### src/rtl/hdlc_tx_pkg.sv
package hdlc_tx_pkg;

  typedef enum logic [2:0] {
    S_FILL,
    S_OPEN,
    S_BODY,
    S_FCS,
    S_CLOSE,
    S_RAW
  } tx_state_e;

  localparam logic [7:0]  FLAG_BYTE    = 8'h7E;
  localparam logic [15:0] FCS_POLY_REV = 16'h8408;
  localparam logic [15:0] FCS_PRESET   = 16'hFFFF;

  // One bit of the reflected CRC-16, LSB-first data order
  function automatic logic [15:0] fcs_step(input logic [15:0] c, input logic b);
    logic [15:0] s;
    s = {1'b0, c[15:1]};
    if (c[0] ^ b) s = s ^ FCS_POLY_REV;
    return s;
  endfunction

endpackage

### src/rtl/hdlc_tx_fifo.sv
module hdlc_tx_fifo #(
  parameter int DEPTH = 128  // power of two
) (
  input  logic                         clk,
  input  logic                         rst,
  input  logic                         flush,
  input  logic                         push_req,
  input  logic [7:0]                   push_data,
  input  logic                         pop,
  output logic [7:0]                   pop_data,
  output logic                         pushed,
  output logic [$clog2(DEPTH+1)-1:0]   level
);
  localparam int AW = $clog2(DEPTH);
  localparam int CW = $clog2(DEPTH + 1);
  localparam logic [CW-1:0] FULL = CW'(DEPTH);

  logic [7:0]    mem [DEPTH];
  logic [AW-1:0] wp, rp;

  assign pushed   = push_req && (level != FULL) && !flush;
  assign pop_data = mem[rp];

  always_ff @(posedge clk) begin
    if (pushed) mem[wp] <= push_data;
  end

  always_ff @(posedge clk) begin
    if (rst || flush) begin
      wp    <= '0;
      rp    <= '0;
      level <= '0;
    end else begin
      if (pushed) wp <= wp + 1'b1;
      if (pop)    rp <= rp + 1'b1;
      level <= level + CW'(pushed) - CW'(pop);
    end
  end


  no_underflow_chk: assert property (@(posedge clk) disable iff (rst)
    pop |-> level != '0);

endmodule

### src/rtl/hdlc_tx_ctrl.sv
module hdlc_tx_ctrl #(
  parameter int DEPTH  = 128,
  parameter int THR_LO = 64,
  parameter int THR_HI = 96
) (
  input  logic                         clk,
  input  logic                         rst,
  input  logic                         cmd_start,
  input  logic                         cmd_end,
  input  logic                         cmd_reset,
  input  logic                         cfg_thr_hi,
  input  logic [$clog2(DEPTH+1)-1:0]   level,
  input  logic                         pushed,
  input  logic                         pop,
  input  logic                         udr,
  input  logic                         done,
  output logic                         flush,
  output logic                         rel_avail,
  output logic                         go,
  output logic                         endp,
  output logic                         req
);
  localparam int CW = $clog2(DEPTH + 1);
  localparam logic [CW-1:0] FULL = CW'(DEPTH);

  logic [CW-1:0] rel_q;
  logic [CW-1:0] thr;
  logic [CW-1:0] free_sp;

  assign flush     = cmd_reset || udr;
  assign rel_avail = (rel_q != '0);
  assign thr       = cfg_thr_hi ? CW'(THR_HI) : CW'(THR_LO);
  assign free_sp   = FULL - level;

  always_ff @(posedge clk) begin
    if (rst) begin
      rel_q <= '0;
      go    <= 1'b0;
      endp  <= 1'b0;
      req   <= 1'b1;
    end else begin
      if (flush)          rel_q <= '0;
      else if (cmd_start) rel_q <= level + CW'(pushed) - CW'(pop);
      else                rel_q <= rel_q - CW'(pop);

      if (flush)          go <= 1'b0;
      else if (cmd_start) go <= 1'b1;
      else if (done)      go <= 1'b0;

      if (flush)                     endp <= 1'b0;
      else if (cmd_start && cmd_end) endp <= 1'b1;
      else if (done)                 endp <= 1'b0;

      req <= (free_sp > thr) && !endp;
    end
  end


  rel_le_level_chk: assert property (@(posedge clk) disable iff (rst)
    rel_q <= level);


  abort_clears_chk: assert property (@(posedge clk) disable iff (rst)
    cmd_reset |=> !go && !endp);

endmodule

### src/rtl/hdlc_tx_ser.sv
module hdlc_tx_ser
  import hdlc_tx_pkg::*;
(
  input  logic       clk,
  input  logic       rst,
  input  logic       bit_en,
  input  logic       cfg_transparent,
  input  logic       cfg_fill_flags,
  input  logic       abort,
  input  logic       go,
  input  logic       endp,
  input  logic       rel_avail,
  input  logic [7:0] pop_data,
  output logic       pop,
  output logic       udr,
  output logic       done,
  output logic       tx_bit
);
  tx_state_e   st, st_n;
  logic [7:0]  sh, sh_n;
  logic [15:0] crc, crc_n;
  logic [3:0]  cnt, cnt_n;
  logic [2:0]  ones, ones_n;
  logic        bit_n;

  always_comb begin
    st_n   = st;
    sh_n   = sh;
    crc_n  = crc;
    cnt_n  = cnt;
    ones_n = ones;
    bit_n  = tx_bit;
    pop    = 1'b0;
    udr    = 1'b0;
    done   = 1'b0;
    if (bit_en) begin
      case (st)
        S_FILL: begin
          bit_n = cfg_fill_flags ? FLAG_BYTE[cnt[2:0]] : 1'b1;
          cnt_n = {1'b0, cnt[2:0] + 3'd1};
          if ((cnt[2:0] == 3'd7 || !cfg_fill_flags) && go && rel_avail) begin
            cnt_n = '0;
            if (cfg_transparent) begin
              st_n = S_RAW;
              pop  = 1'b1;
              sh_n = pop_data;
            end else begin
              st_n = S_OPEN;
            end
          end
        end
        S_OPEN: begin
          bit_n = FLAG_BYTE[cnt[2:0]];
          cnt_n = cnt + 4'd1;
          if (cnt[2:0] == 3'd7) begin
            cnt_n  = '0;
            ones_n = '0;
            crc_n  = FCS_PRESET;
            if (rel_avail) begin
              pop  = 1'b1;
              sh_n = pop_data;
              st_n = S_BODY;
            end else if (endp) begin
              st_n  = S_FCS;
              crc_n = ~FCS_PRESET;
            end else begin
              udr  = 1'b1;
              st_n = S_FILL;
            end
          end
        end
        S_BODY: begin
          if (ones == 3'd5) begin
            bit_n  = 1'b0;
            ones_n = '0;
          end else begin
            bit_n  = sh[0];
            sh_n   = {1'b0, sh[7:1]};
            crc_n  = fcs_step(crc, sh[0]);
            ones_n = sh[0] ? ones + 3'd1 : 3'd0;
            cnt_n  = cnt + 4'd1;
            if (cnt[2:0] == 3'd7) begin
              cnt_n = '0;
              if (rel_avail) begin
                pop  = 1'b1;
                sh_n = pop_data;
              end else if (endp) begin
                st_n  = S_FCS;
                crc_n = ~fcs_step(crc, sh[0]);
              end else begin
                udr  = 1'b1;
                st_n = S_FILL;
              end
            end
          end
        end
        S_FCS: begin
          if (ones == 3'd5) begin
            bit_n  = 1'b0;
            ones_n = '0;
          end else begin
            bit_n  = crc[0];
            crc_n  = {1'b0, crc[15:1]};
            ones_n = crc[0] ? ones + 3'd1 : 3'd0;
            cnt_n  = cnt + 4'd1;
            if (cnt == 4'd15) begin
              cnt_n = '0;
              st_n  = S_CLOSE;
            end
          end
        end
        S_CLOSE: begin
          if (ones == 3'd5) begin
            bit_n  = 1'b0;
            ones_n = '0;
          end else begin
            bit_n  = FLAG_BYTE[cnt[2:0]];
            ones_n = '0;
            cnt_n  = cnt + 4'd1;
            if (cnt[2:0] == 3'd7) begin
              cnt_n = '0;
              st_n  = S_FILL;
              done  = 1'b1;
            end
          end
        end
        S_RAW: begin
          bit_n = sh[0];
          sh_n  = {1'b0, sh[7:1]};
          cnt_n = cnt + 4'd1;
          if (cnt[2:0] == 3'd7) begin
            cnt_n = '0;
            if (rel_avail) begin
              pop  = 1'b1;
              sh_n = pop_data;
            end else if (endp) begin
              st_n = S_FILL;
              done = 1'b1;
            end else begin
              udr  = 1'b1;
              st_n = S_FILL;
            end
          end
        end
        default: st_n = S_FILL;
      endcase
    end
    if (abort) begin
      pop  = 1'b0;
      udr  = 1'b0;
      done = 1'b0;
    end
  end

  always_ff @(posedge clk) begin
    if (rst) begin
      st     <= S_FILL;
      sh     <= '0;
      crc    <= FCS_PRESET;
      cnt    <= '0;
      ones   <= '0;
      tx_bit <= 1'b1;
    end else begin
      tx_bit <= bit_n;
      sh     <= sh_n;
      crc    <= crc_n;
      if (abort) begin
        st   <= S_FILL;
        cnt  <= '0;
        ones <= '0;
      end else begin
        st   <= st_n;
        cnt  <= cnt_n;
        ones <= ones_n;
      end
    end
  end

  // Checker: length of the current run of body ones seen on tx_bit
  logic       en_q, body_q;
  logic [2:0] run_q;
  always_ff @(posedge clk) begin
    if (rst) begin
      en_q   <= 1'b0;
      body_q <= 1'b0;
      run_q  <= '0;
    end else begin
      en_q <= bit_en;
      if (bit_en) body_q <= (st == S_BODY) || (st == S_FCS);
      if (en_q) run_q <= (body_q && tx_bit) ? ((run_q == 3'd7) ? 3'd7 : run_q + 3'd1) : 3'd0;
    end
  end


  ones_run_chk: assert property (@(posedge clk) disable iff (rst)
    run_q <= 3'd5);


  udr_no_end_chk: assert property (@(posedge clk) disable iff (rst)
    udr |-> !endp);

endmodule

### src/rtl/hdlc_chan_tx.sv
module hdlc_chan_tx #(
  parameter int DEPTH  = 128,
  parameter int THR_LO = 64,
  parameter int THR_HI = 96
) (
  input  logic       clk,
  input  logic       rst,
  input  logic       bit_en,
  input  logic       wr_en,
  input  logic [7:0] wr_data,
  input  logic       cmd_start,
  input  logic       cmd_end,
  input  logic       cmd_reset,
  input  logic       cfg_transparent,
  input  logic       cfg_fill_flags,
  input  logic       cfg_thr_hi,
  output logic       tx_bit,
  output logic       tx_req,
  output logic       tx_udr
);
  localparam int CW = $clog2(DEPTH + 1);

  logic          flush, pushed, pop, udr, done;
  logic          rel_avail, go, endp;
  logic [7:0]    pop_data;
  logic [CW-1:0] level;

  hdlc_tx_fifo #(.DEPTH(DEPTH)) fifo_i (
    .clk(clk), .rst(rst), .flush(flush),
    .push_req(wr_en), .push_data(wr_data),
    .pop(pop), .pop_data(pop_data),
    .pushed(pushed), .level(level)
  );

  hdlc_tx_ctrl #(.DEPTH(DEPTH), .THR_LO(THR_LO), .THR_HI(THR_HI)) ctrl_i (
    .clk(clk), .rst(rst),
    .cmd_start(cmd_start), .cmd_end(cmd_end), .cmd_reset(cmd_reset),
    .cfg_thr_hi(cfg_thr_hi), .level(level), .pushed(pushed), .pop(pop),
    .udr(udr), .done(done), .flush(flush), .rel_avail(rel_avail),
    .go(go), .endp(endp), .req(tx_req)
  );

  hdlc_tx_ser ser_i (
    .clk(clk), .rst(rst), .bit_en(bit_en),
    .cfg_transparent(cfg_transparent), .cfg_fill_flags(cfg_fill_flags),
    .abort(cmd_reset), .go(go), .endp(endp), .rel_avail(rel_avail),
    .pop_data(pop_data), .pop(pop), .udr(udr), .done(done),
    .tx_bit(tx_bit)
  );

  always_ff @(posedge clk) begin
    if (rst) tx_udr <= 1'b0;
    else     tx_udr <= udr;
  end


  flush_on_udr_chk: assert property (@(posedge clk) disable iff (rst)
    tx_udr |-> level == '0);

endmodule

### config.mk
export PLATFORM = sky130hd
export DESIGN_NAME = hdlc_chan_tx
export DESIGN_NICKNAME = d
export VERILOG_FILES = /design/src/rtl/hdlc_tx_pkg.sv /design/src/rtl/hdlc_tx_fifo.sv /design/src/rtl/hdlc_tx_ctrl.sv /design/src/rtl/hdlc_tx_ser.sv /design/src/rtl/hdlc_chan_tx.sv
export SDC_FILE = /design/constraint.sdc
export NUM_CORES = 1
export LEC_CHECK = 0
export CORE_ASPECT_RATIO = 1.5
export CORE_MARGIN = 2
export CORE_UTILIZATION = 25
export DETAILED_ROUTE_END_ITERATION = 12
export GPL_TIMING_DRIVEN = 0
export HOLD_SLACK_MARGIN = 0.03
export PLACE_DENSITY = 0.51
export SYNTH_ARGS = -nofsm -noshare
export SYNTH_HDL_FRONTEND = slang
export SYNTH_SLANG_ARGS = --single-unit
### constraint.sdc
create_clock -name clk -period 3.6 [get_ports clk]
set_input_delay 0.72 -clock clk [delete_from_list [all_inputs] [get_ports clk]]
set_output_delay 0.72 -clock clk [all_outputs]
set_load 0.005 [all_outputs]
==> impl_metrics.py, run 1 <==
metrics = {
    "critical_path": {
        "path_cells": "inv_1 > ha_1 > nor4bb_2 > a21oi_2 > nand2_1 > nor2_1 > nand2_1 > buf_2 > nor2_4",
        "cp-end-kind": "register",
        "cp_num_cells": 9,
        "critical-path-top-delay-family": "simple AND/OR/NAND/NOR gates",
        "cpMostUsedCell": "nand2_1",
        "cpPeakStageDelay_ns": 0.56,
        "required_ns": 3.98,
        "crit_path_end": "fifo_i.mem[42][4]",
        "cp_max_fo": 10,
        "r2r_slack_ns": -0.03,
        "rr_startpoint": "fifo_i.level[2]",
        "critPathSlowestCell": "buf_2",
        "critPathLaunch": "fifo_i.level[2]",
        "worstPathArrival_ns": 4.01,
        "crit_buf_inv": 2,
        "rr_endpoint": "fifo_i.mem[42][4]",
        "startpoint_type": "register",
        "r2r_cells": 9,
        "path_class": "reg -> reg",
    },
    "die": {
        "num_rows": 187,
        "die_y_um": 515,
        "ios": 21,
        "initial_core_util_pct": 25.2,
        "core_area_sq_mm": 0.173,
        "die_x_um": 345,
        "die-area_sq_mm": 0.178,
    },
    "sta": {
        "fin_crit_sh_pct": 101,
        "grt_setup_unrepaired": "true",
        "hold_viol_final": 0,
        "clock.fmax_mhz": 276,
        "setup_slack_ns": -0.0258,
        "slew_viol_final": 0,
        "setup_violations": 22,
        "fin_crit_ns": 3.63,
        "worst_slew_pin_slew_ns": 1.33,
        "slew_headroom_pct": 11.2,
        "skew_ns": 0.0439,
    },
    "flow_run": {
        "cap_violations": 0,
    },
    "layout": {
        "utilization_pct": 29.3,
        "finish.instance_area_sq_mm": 0.0508,
        "finalNetCount": 2465,
        "drive_gt1_share_pct": 25.9,
        "layout-area-overhead-vs-synth_pct": 16.5,
    },
    "pwr": {
        "clockPowerShare_pct": 42.8,
        "p_int_mw": 20.0,
        "power.leakage_nw": 15.0,
        "switching_share_pct": 20.9,
        "p_comb_share_pct": 1.9,
        "power.density_mw_per_mm2": 499,
        "p_switching_mw": 5.29,
        "power_frac_seq_pct": 55.3,
        "peakVddDrop_mv": 0.389,
    },
    "placement": {
        "gp_congestion": 0.948,
        "dpl_cell_area_sq_mm": 0.0468,
        "dp_hpwl_mm": 82.7,
        "numPortBuffers": 17,
    },
    "hold_path": {
        "hp-start": "wr_data[7]",
        "min_path_type": "in -> reg",
    },
    "clocking": {
        "tritoncts": "built",
        "path_clk_slew_ns": 0.07,
        "cts_buffers": 102,
        "clock_latency_ns": 0.74,
        "cts-root-buf": "clkbuf_16",
        "cts.path.max_buffers": 3,
        "cts.sink_count": 1101,
        "htreeDepth": 3,
    },
    "synthesis": {
        "syn_inst": 2287,
        "synth_nets": 2329,
        "synth_seq_area_share_pct": 74.1,
        "synth_cell_types": 83,
        "ys_ff_latch": 1101,
        "avgSynthCellArea_sq_um": 19.1,
        "synth_edf_count": 1024,
        "synthArstFlopShare_pct": 0,
        "synth_area_sq_mm": 0.0436,
        "ys_warn_count": 0,
        "synth-main-ff-cell": "edfxtp_1",
    },
    "global_route": {
        "gr-total-overflow": 0,
        "grt.busiest_layer": "met2",
        "grt_pass1_wl_mm": 173,
        "antenna_found_initial": 2,
        "grt_max_degree": 97,
        "gr-usage-met3_pct": 1.98,
        "use_met1_pct": 15.7,
        "grt_pass1_vias": 23400,
        "track_usage_pct": 13.6,
        "met2_usage_pct": 25.0,
    },
    "drt": {
        "detail_route.first_pass.iterations": 4,
        "wl_mm": 122,
        "ant_nets": 0,
        "drtIter0Drc": 1848,
        "wl_per_cell_um": 25.5,
        "drc": 0,
        "post_drt_via_cell_ratio": 4.68,
        "vias": 22300,
    },
    "outcome": {
        "failed_checks": "setup timing",
        "status": "finished with violations",
    },
}
-- cell usage in the layout, fill, tap and decap left out, types with 27 or more instances in the layout --
cell | netlist | final
buf_2 | 31 | 27
dfxtp_1 | 77 | 74
a22oi_1 | 68 | 68
o21ai_0 | 29 | 27
buf_4 | 16 | 37
a21oi_1 | 56 | 52
mux4_2 | 250 | 250
nor2_1 | 213 | 118
nand2_1 | 54 | 53
nor2_4 | 1 | 47
nand3_1 | 61 | 59
clkbuf_1 | 50 | 45
clkbuf_16 | 0 | 103
nor2_2 | 2 | 51
edfxtp_1 | 1024 | 1024
-- worst min path at each step --
stage / end / slack, ns / cells past startpoint
3_3_place_gp: ser_i.cnt[3] / 0.47 / 2
5_1_grt: fifo_i.mem[54][7] / 0.42 / 1
4_1_cts: ctrl_i.rel_q[6] / 0.40 / 3
3_5_place_dp: ser_i.cnt[3] / 0.48 / 2
6_report: fifo_i.mem[54][7] / 0.43 / 1
2_1_floorplan: ctrl_i.go / 0.46 / 2
-- sequential cells by signal (all words and copies together) (netlist names), 3 cells and up, named ones only --
name and flops:
ser_i.crc 16, ser_i.st 3, fifo_i.rp 7, ser_i.sh 8, fifo_i.wp 7, fifo_i.mem 1024
ser_i.ones 3, fifo_i.level 8, ctrl_i.rel_q 8, ser_i.cnt 4
-- worst register-to-register path: stages, from the launching register on --
cell and delay (ns):
dfxtp_1 0.37, inv_1 0.09, ha_1 0.23, nor4bb_2 0.21, a21oi_2 0.32, nand2_1 0.17, nor2_1 0.39, nand2_1 0.51
buf_2 0.56, nor2_4 0.43
-- final cells by class --
cell class,instances,area (sq um)
timing repair buffer,34,430
sequential,1101,32300
buffer,121,757
tap,2268,2840
clock inverter,66,623
clock buffer,116,2640
inverter,25,98.8
multi-input combinational,1038,11100
fill,17000,122000
antenna,1,2.50
-- cell usage after synthesis (4+ instances only) --
master	instances	area share [%]
a211oi_1	8	0.14
nand2_1	54	0.47
clkbuf_1	50	0.43
mux2i_1	23	0.53
o22ai_1	16	0.23
inv_1	23	0.20
mux4_2	250	13
buf_6	17	0.44
nand2b_1	19	0.27
a22o_1	25	0.50
or4_1	4	0.069
buf_2	31	0.36
nor2b_1	17	0.24
a221o_1	24	0.55
a22oi_1	68	1.2
a21oi_1	56	0.64
o21bai_1	5	0.086
nor3_1	7	0.080
o21ai_1	8	0.092
edfxtp_1	1024	71
xor2_1	21	0.42
and3_1	5	0.072
o21ai_0	29	0.33
buf_1	6	0.052
ha_1	23	0.66
nand3b_1	4	0.069
xnor2_1	14	0.28
nor2_1	213	1.8
dfxtp_1	77	3.5
nand3_1	61	0.70
a21o_1	7	0.12
buf_4	16	0.28
nand4_1	8	0.11
nor4_1	7	0.10
a31oi_1	4	0.057
-- power by group through the flow --
stage | clock network (mW) | logic [mW] | registers, mW
after floorplan | 0 | 0.160 | 14.3
after detailed placement | 0 | 0.475 | 14.3
final | 10.8 | 0.489 | 14.0
after global routing | 11.5 | 0.537 | 14.0
after global placement | 0 | 0.437 | 14.3
after CTS | 11.1 | 0.488 | 14.0
-- through the flow --
stage                     instances  hold WS, ns  power [mW]  setup slack (ns)  setup TNS, ns
after floorplan                2287        0.457        14.4           0.00670              0
after global placement         4572        0.467        14.8             -2.29       -2522.03
after detailed placement       4580        0.480        14.7             -1.24        -616.31
after CTS                      4766        0.398        25.5            -0.294         -39.35
after global routing           4770        0.424        26.0            -0.168         -27.39
final                          4770        0.434        25.3           -0.0258         -0.330
-- cells by family after synthesis --
family	after synthesis	share of synthesized area [%]
XOR/XNOR	35	0.703
AND/OR/NAND/NOR	425	4.50
multiplexers	275	13.5
buffers and inverters	148	1.86
flip-flops	1101	74.1
AO/OA/AOI/OAI	279	4.62
adder cells (fa/ha/maj)	24	0.706
-- repair_timing --
action | 4_1_cts | 5_1_grt
setup buffers | 5 | 4
pin swaps | 3 | 18
setup endpoints to repair | 826 | 971
resized for setup | 150 | 52
hold buffers | 0 | 0
gates cloned | 0 | 0
-- per-layer routing --
layer / up-vias / part of all wire (%)
met2: 598 / 54
met4: 2 / 4.3
met3: 184 / 4.3
met5: - / 0.011
li1: 9602 / -
met1: 11900 / 38
No activity file was read; power rests on OpenSTA's default activity.
==> run 2: changes to the inputs <==
- CAP_MARGIN: not set -> 20
- clock period: 3.6 -> 2.9 ns (I/O delays scaled with it)
==> run 2 against run 1 <==
Net effect:
- the run ends with DRC, setup timing left
- via count is 1.1% higher
- register-to-register slack worse by 0.48 ns
- global-route usage about the same
- power grew 24%
- die area is the same
- cell count rose by 1.3%
- worst setup slack lost 0.48 ns
- maximum frequency rose by 6.3%
- highest routed layer unchanged
- critical path depth increased by 8
- count of clock-buffer cells in the layout increased by 7
==> impl_metrics.py, run 2 (synthesized netlist as in run 1, its figures left out) <==
metrics = {
    "outcome": {
        "status": "finished with violations",
        "failed_checks": "DRC, setup timing",
    },
    "die": {
        "core_area_sq_mm": 0.173,
        "ios": 21,
        "die_y_um": 515,
        "num_rows": 187,
        "die-area_sq_mm": 0.178,
        "die_x_um": 345,
        "initial_core_util_pct": 25.2,
    },
    "sta": {
        "fin_hold_ws_ns": 0.292,
        "setup_slack_ns": -0.510,
        "hold_viol_final": 0,
        "grt_setup_unrepaired": "true",
        "slew_headroom_pct": 28.8,
        "slew_viol_final": 0,
        "fin_crit_ns": 3.41,
        "tns_ns": -2.79,
        "fin_crit_sh_pct": 118,
        "skew_ns": 0.0362,
        "worst_slew_pin_slew_ns": 1.06,
        "setup_violations": 12,
        "clock.fmax_mhz": 293,
    },
    "layout": {
        "mostFrequentLayoutCell": "edfxtp_1",
        "reg_top3": "fifo_i.mem (1024), ser_i.crc (16)",
        "regMostFlops": "fifo_i.mem",
        "fillers": 16900,
        "layout-area-overhead-vs-synth_pct": 20.5,
        "largest_register_ffs": 1024,
        "drive_gt1_share_pct": 31.0,
        "layout_common_cells": "1024 x edfxtp_1, 250 x mux4_2, 105 x clkbuf_16",
        "finalNetCount": 2517,
    },
    "global_route": {
        "track_usage_pct": 13.7,
        "grt_max_degree": 85,
        "antenna_found_initial": 3,
        "grt_pass1_wl_mm": 174,
        "grt_pass1_vias": 23500,
        "gr-total-overflow": 0,
    },
    "drt": {
        "drtIter0Drc": 1986,
        "wl_mm": 122,
        "post_drt_via_cell_ratio": 4.67,
        "drc": 4,
        "wl_per_cell_um": 25.3,
        "wl_met2_mm": 66.7,
        "vias": 22600,
        "m1WireLength_mm": 45.8,
        "wl_met3_mm": 4.89,
        "detail_route.first_pass.iterations": 11,
        "highest_layer": "met5",
        "ant_nets": 0,
    },
    "critical_path": {
        "path_cells": "ha_4 > ha_4 > inv_6 > a221oi_4 > nand4_2 > a2111oi_4 > ha_2 > inv_2 > ha_4 > fa_2 > nand2b_1 > a21oi_2 > nor2_2 > o21ba_2 > o21bai_1 > xor2_1 > a211oi_1",
        "crit_buf_inv": 2,
        "path_class": "reg -> reg",
        "rr_startpoint": "ser_i.cnt[1]",
        "startpoint_type": "register",
        "cp-end-kind": "register",
        "cpMostUsedCell": "ha_4",
        "critPathSlowestCell": "a2111oi_4",
        "critPathLaunch": "ser_i.cnt[1]",
        "required_ns": 3.49,
        "cpPeakStageDelay_ns": 0.43,
        "cp_max_fo": 2,
        "critical-path-top-delay-family": "compound AO/OA/AOI/OAI gates",
        "worstPathArrival_ns": 4.00,
    },
    "clocking": {
        "cts.sink_count": 1101,
        "path_clk_slew_ns": 0.07,
        "cts_buffers": 102,
        "htreeDepth": 3,
        "cts.path.max_buffers": 3,
        "clock_latency_ns": 0.73,
        "tritoncts": "built",
        "cts_hold_buf": 0,
        "cts-root-buf": "clkbuf_16",
    },
    "placement": {
        "numPortBuffers": 17,
        "gp_congestion": 0.911,
        "dp_hpwl_mm": 83.1,
    },
    "pwr": {
        "power.density_mw_per_mm2": 598,
        "power.leakage_nw": 15.6,
        "peakVddDrop_mv": 0.399,
    },
    "hold_path": {
        "min_path_type": "in -> reg",
        "hp-start": "cmd_start",
    },
    "flow_run": {
        "cap_violations": 0,
    },
}
-- run 2: cell count changes in the layout (fill, tap and decap cells not counted), moves of 10 or more --
| cell | change |
|---|---|
| buf_8 | +12 |
| nor2_1 | -37 |
| o21ai_0 | -14 |
| nor2_4 | +47 |
| buf_6 | +12 |
| buf_2 | -15 |
| buf_12 | +44 |
| o21ai_2 | +12 |
| nor2_2 | -10 |
-- run 2: final cells by class --
class                           count  area [sq um]  area share [%]
Buffer                            121          1080            2.06
Clock inverter                     69           547            1.04
Antenna cell                        2          5.00         0.00953
Clock buffer                      123          2700            5.13
Sequential cell                  1101         32300            61.5
Multi-Input combinational cell   1038         11700            22.3
Tap cell                         2268          2840            5.41
Timing Repair Buffer               86          1240            2.35
Inverter                           25           103           0.195
-- run 2: worst paths after layout --
check	endpoint	depth (start not counted)	slack (ns)
setup / recovery	ctrl_i.rel_q[6]	17	-0.51
hold / removal	ctrl_i.rel_q[5]	3	0.29
setup reg to reg	ctrl_i.rel_q[6]	17	-0.51
hold reg to reg	ser_i.cnt[3]	2	0.50
-- run 2: metal layers --
metal | vias to the layer above | GRT usage, %
met5 | - | 0
met4 | 2 | 5.60
met3 | 186 | 1.84
met2 | 557 | 25.6
met1 | 12100 | 15.5
li1 | 9735 | -
-- run 2: timing repair --
action	in CTS	in global routing
pin swaps	24	42
endpoints found under the setup margin	1058	687
gates resized for setup	390	77
setup buffers	23	33
-- run 2: per-stage QoR --
step | std cells | total power, mW | util (%) | area, sq um | setup WS [ns]
after floorplan | 2287 | 17.9 | - | 43600 | -0.625
after global placement | 4572 | 18.4 | 26.9 | 46600 | -2.88
after detailed placement | 4584 | 18.3 | 27.1 | 46900 | -1.71
after CTS | 4798 | 31.7 | 29.9 | 51700 | -0.619
after global routing | 4832 | 32.2 | 30.3 | 52500 | -0.736
final | 4833 | 31.4 | 30.3 | 52500 | -0.510
-- run 2: power by group --
| group | internal [mW] | total (mW) | switching [mW] | leakage, nW |
|---|---|---|---|---|
| clock network | 7.34 | 13.4 | 6.04 | 1.59 |
| logic | 0.188 | 0.642 | 0.454 | 4.21 |
| registers | 17.4 | 17.4 | 0.0215 | 9.83 |
-- run 2: tightest hold or removal path, cell delays in order --
cell and delay (ns):
clkbuf_1 0.19, nor2_1 0.15, a211oi_1 0.05
==> run 3: changes to the inputs <==
- CTS_CLUSTER_SIZE: not set -> 25
- PLACE_DENSITY: 0.51 -> not set
==> run 3 against run 2 <==
Net effect:
- the run ends with setup timing left
- power increased by 1.5%
- hold slack worse by 0.0064 ns
- first-iteration DRC count increased by 20%
- critical path depth unchanged
- register-to-register slack got worse by 0.04 ns
- via count is 1.7% higher
- sequential share of layout area up 0.11 points
- count of clock-buffer cells in the layout decreased by 11
- die area is the same
- utilization shrank 0.054 points
- clock skew increased by 0.015 ns
- cell area is 0.18% lower
==> impl_metrics.py, run 3 (synthesized netlist as in run 1, its figures left out) <==
metrics = {
    "layout": {
        "reg_top3": "fifo_i.mem (1024), ser_i.crc (16)",
        "fillers": 16800,
        "drive_gt1_share_pct": 31.5,
        "finalNetCount": 2515,
        "layout-area-overhead-vs-synth_pct": 20.3,
        "largest_register_ffs": 1024,
        "regMostFlops": "fifo_i.mem",
        "layout_common_cells": "1024 x edfxtp_1, 250 x mux4_2, 100 x clkbuf_16",
        "mostFrequentLayoutCell": "edfxtp_1",
    },
    "die": {
        "die_x_um": 345,
        "initial_core_util_pct": 25.2,
        "core_area_sq_mm": 0.173,
        "ios": 21,
        "die_y_um": 515,
        "num_rows": 187,
        "die-area_sq_mm": 0.178,
    },
    "critical_path": {
        "worstPathArrival_ns": 4.05,
        "cp-end-kind": "register",
        "startpoint_type": "register",
        "cpMostUsedCell": "ha_4",
        "cp_max_fo": 2,
        "path_cells": "ha_4 > ha_4 > inv_6 > a221oi_4 > nand4_2 > a2111oi_4 > ha_2 > inv_2 > ha_4 > buf_4 > a21oi_2 > o21ai_2 > a21oi_2 > nor2_2 > o41ai_2 > xor2_1 > a211oi_1",
        "rr_startpoint": "ser_i.cnt[1]",
        "crit_path_end": "ctrl_i.rel_q[7]",
        "r2r_cells": 17,
        "required_ns": 3.50,
        "path_class": "reg -> reg",
        "cpPeakStageDelay_ns": 0.41,
        "rr_endpoint": "ctrl_i.rel_q[7]",
        "critPathSlowestCell": "a2111oi_4",
        "critPathLaunch": "ser_i.cnt[1]",
        "r2r_slack_ns": -0.55,
    },
    "clocking": {
        "path_clk_slew_ns": 0.07,
        "cts-root-buf": "clkbuf_16",
        "clock_latency_ns": 0.74,
        "tritoncts": "built",
        "cts_buffers": 99,
        "cts.sink_count": 1101,
        "htreeDepth": 3,
        "cts.path.max_buffers": 3,
    },
    "drt": {
        "post_drt_via_cell_ratio": 4.76,
        "ant_nets": 0,
        "vias": 22900,
        "wl_mm": 117,
        "wl_per_cell_um": 24.2,
        "detail_route.first_pass.iterations": 6,
        "drc": 0,
        "drtIter0Drc": 2381,
    },
    "sta": {
        "slew_headroom_pct": 25.4,
        "clock.fmax_mhz": 290,
        "hold_viol_final": 0,
        "fin_hold_ws_ns": 0.285,
        "slew_viol_final": 0,
        "tns_ns": -3.08,
        "fin_crit_sh_pct": 119,
        "setup_slack_ns": -0.554,
        "worst_slew_pin_slew_ns": 1.11,
        "fin_crit_ns": 3.45,
        "grt_setup_unrepaired": "true",
        "setup_violations": 12,
        "skew_ns": 0.0513,
    },
    "placement": {
        "preCtsSetupSlack_ns": -1.68,
        "dp_hpwl_mm": 78.6,
        "gp_congestion": 0.934,
        "numPortBuffers": 17,
    },
    "pwr": {
        "power.total_mw": 31.9,
        "power.density_mw_per_mm2": 608,
        "power.leakage_nw": 15.6,
        "peakVddDrop_mv": 0.450,
    },
    "global_route": {
        "antenna_found_initial": 2,
        "track_usage_pct": 12.9,
        "gr-total-overflow": 0,
        "grt_pass1_wl_mm": 166,
        "grt_max_degree": 93,
        "grt_pass1_vias": 23400,
    },
    "hold_path": {
        "min_path_type": "in -> reg",
    },
    "outcome": {
        "failed_checks": "setup timing",
        "status": "finished with violations",
    },
    "flow_run": {
        "cap_violations": 0,
    },
}
-- run 3: changes by cell type in the layout (fill, tap and decap cells not counted), sizes merged --
cell,delta
clkbuf,-14
clkinv,-8
diode,-1
clkinvlp,+3
inv,-1
bufinv,+8
buf,+4
-- run 3: worst max-delay path: cells and delay by family, from the launching register on --
family / cells / cell delay [ns]
xor gates and xnor gates: 1 / 0.27
buffers and inverters: 3 / 0.21
adders and majority gates: 4 / 0.70
AOI/OAI and AO/OA: 7 / 1.57
DFF: 1 / 0.36
and+or+nand+nor: 2 / 0.23
-- run 3: report_power, final --
group          switching (mW)  internal (mW)  leakage [nW]
registers              0.0216           17.4          9.83
logic                   0.451          0.187          4.14
clock network            6.08           7.76          1.64
total                    6.56           25.3          15.6
-- run 3: worst min path at each step --
| stage | start | to | slack, ns | depth (start not counted) |
|---|---|---|---|---|
| finish | cmd_start | ctrl_i.rel_q[3] | 0.29 | 3 |
| global route | cmd_start | ctrl_i.rel_q[5] | 0.30 | 3 |
| CTS | cmd_start | ctrl_i.rel_q[3] | 0.25 | 3 |
| detailed placement | ser_i.cnt[3] | ser_i.cnt[3] | 0.48 | 2 |
| global placement | ctrl_i.go | ctrl_i.go | 0.47 | 2 |
| floorplan | ctrl_i.go | ctrl_i.go | 0.46 | 2 |
-- run 3: layout make-up --
| class | instances | area (sq um) | area share (%) |
|---|---|---|---|
| Antenna cell | 1 | 2.50 | 0.00478 |
| Buffer | 122 | 1110 | 2.11 |
| Clock buffer | 112 | 2530 | 4.82 |
| Clock inverter | 71 | 866 | 1.65 |
| Inverter | 25 | 103 | 0.196 |
| Multi-Input combinational cell | 1038 | 11700 | 22.2 |
| Sequential cell | 1101 | 32300 | 61.6 |
| Tap cell | 2268 | 2840 | 5.41 |
| Timing Repair Buffer | 86 | 997 | 1.90 |
-- run 3: layer usage --
layer	track usage, %	routed length [um]
met1	14.6	43000
met2	23.6	62100
met3	2.16	6180
met4	5.79	5480
met5	0	7
-- run 3: what timing repair did --
action	4_1_cts	5_1_grt
cloned	0	1
endpoints found under the setup margin	1050	1012
hold buffers	0	0
buffers inserted	16	42
pin swaps	14	34
gates resized for setup	258	218
-- run 3: metrics by stage --
step / instances / utilization, % / area (sq um)
after floorplan: 2287 / - / 43600
after global placement: 4572 / 26.9 / 46600
after detailed placement: 4583 / 27.1 / 46900
after CTS: 4781 / 29.6 / 51200
after global routing: 4824 / 30.3 / 52400
final: 4824 / 30.3 / 52400
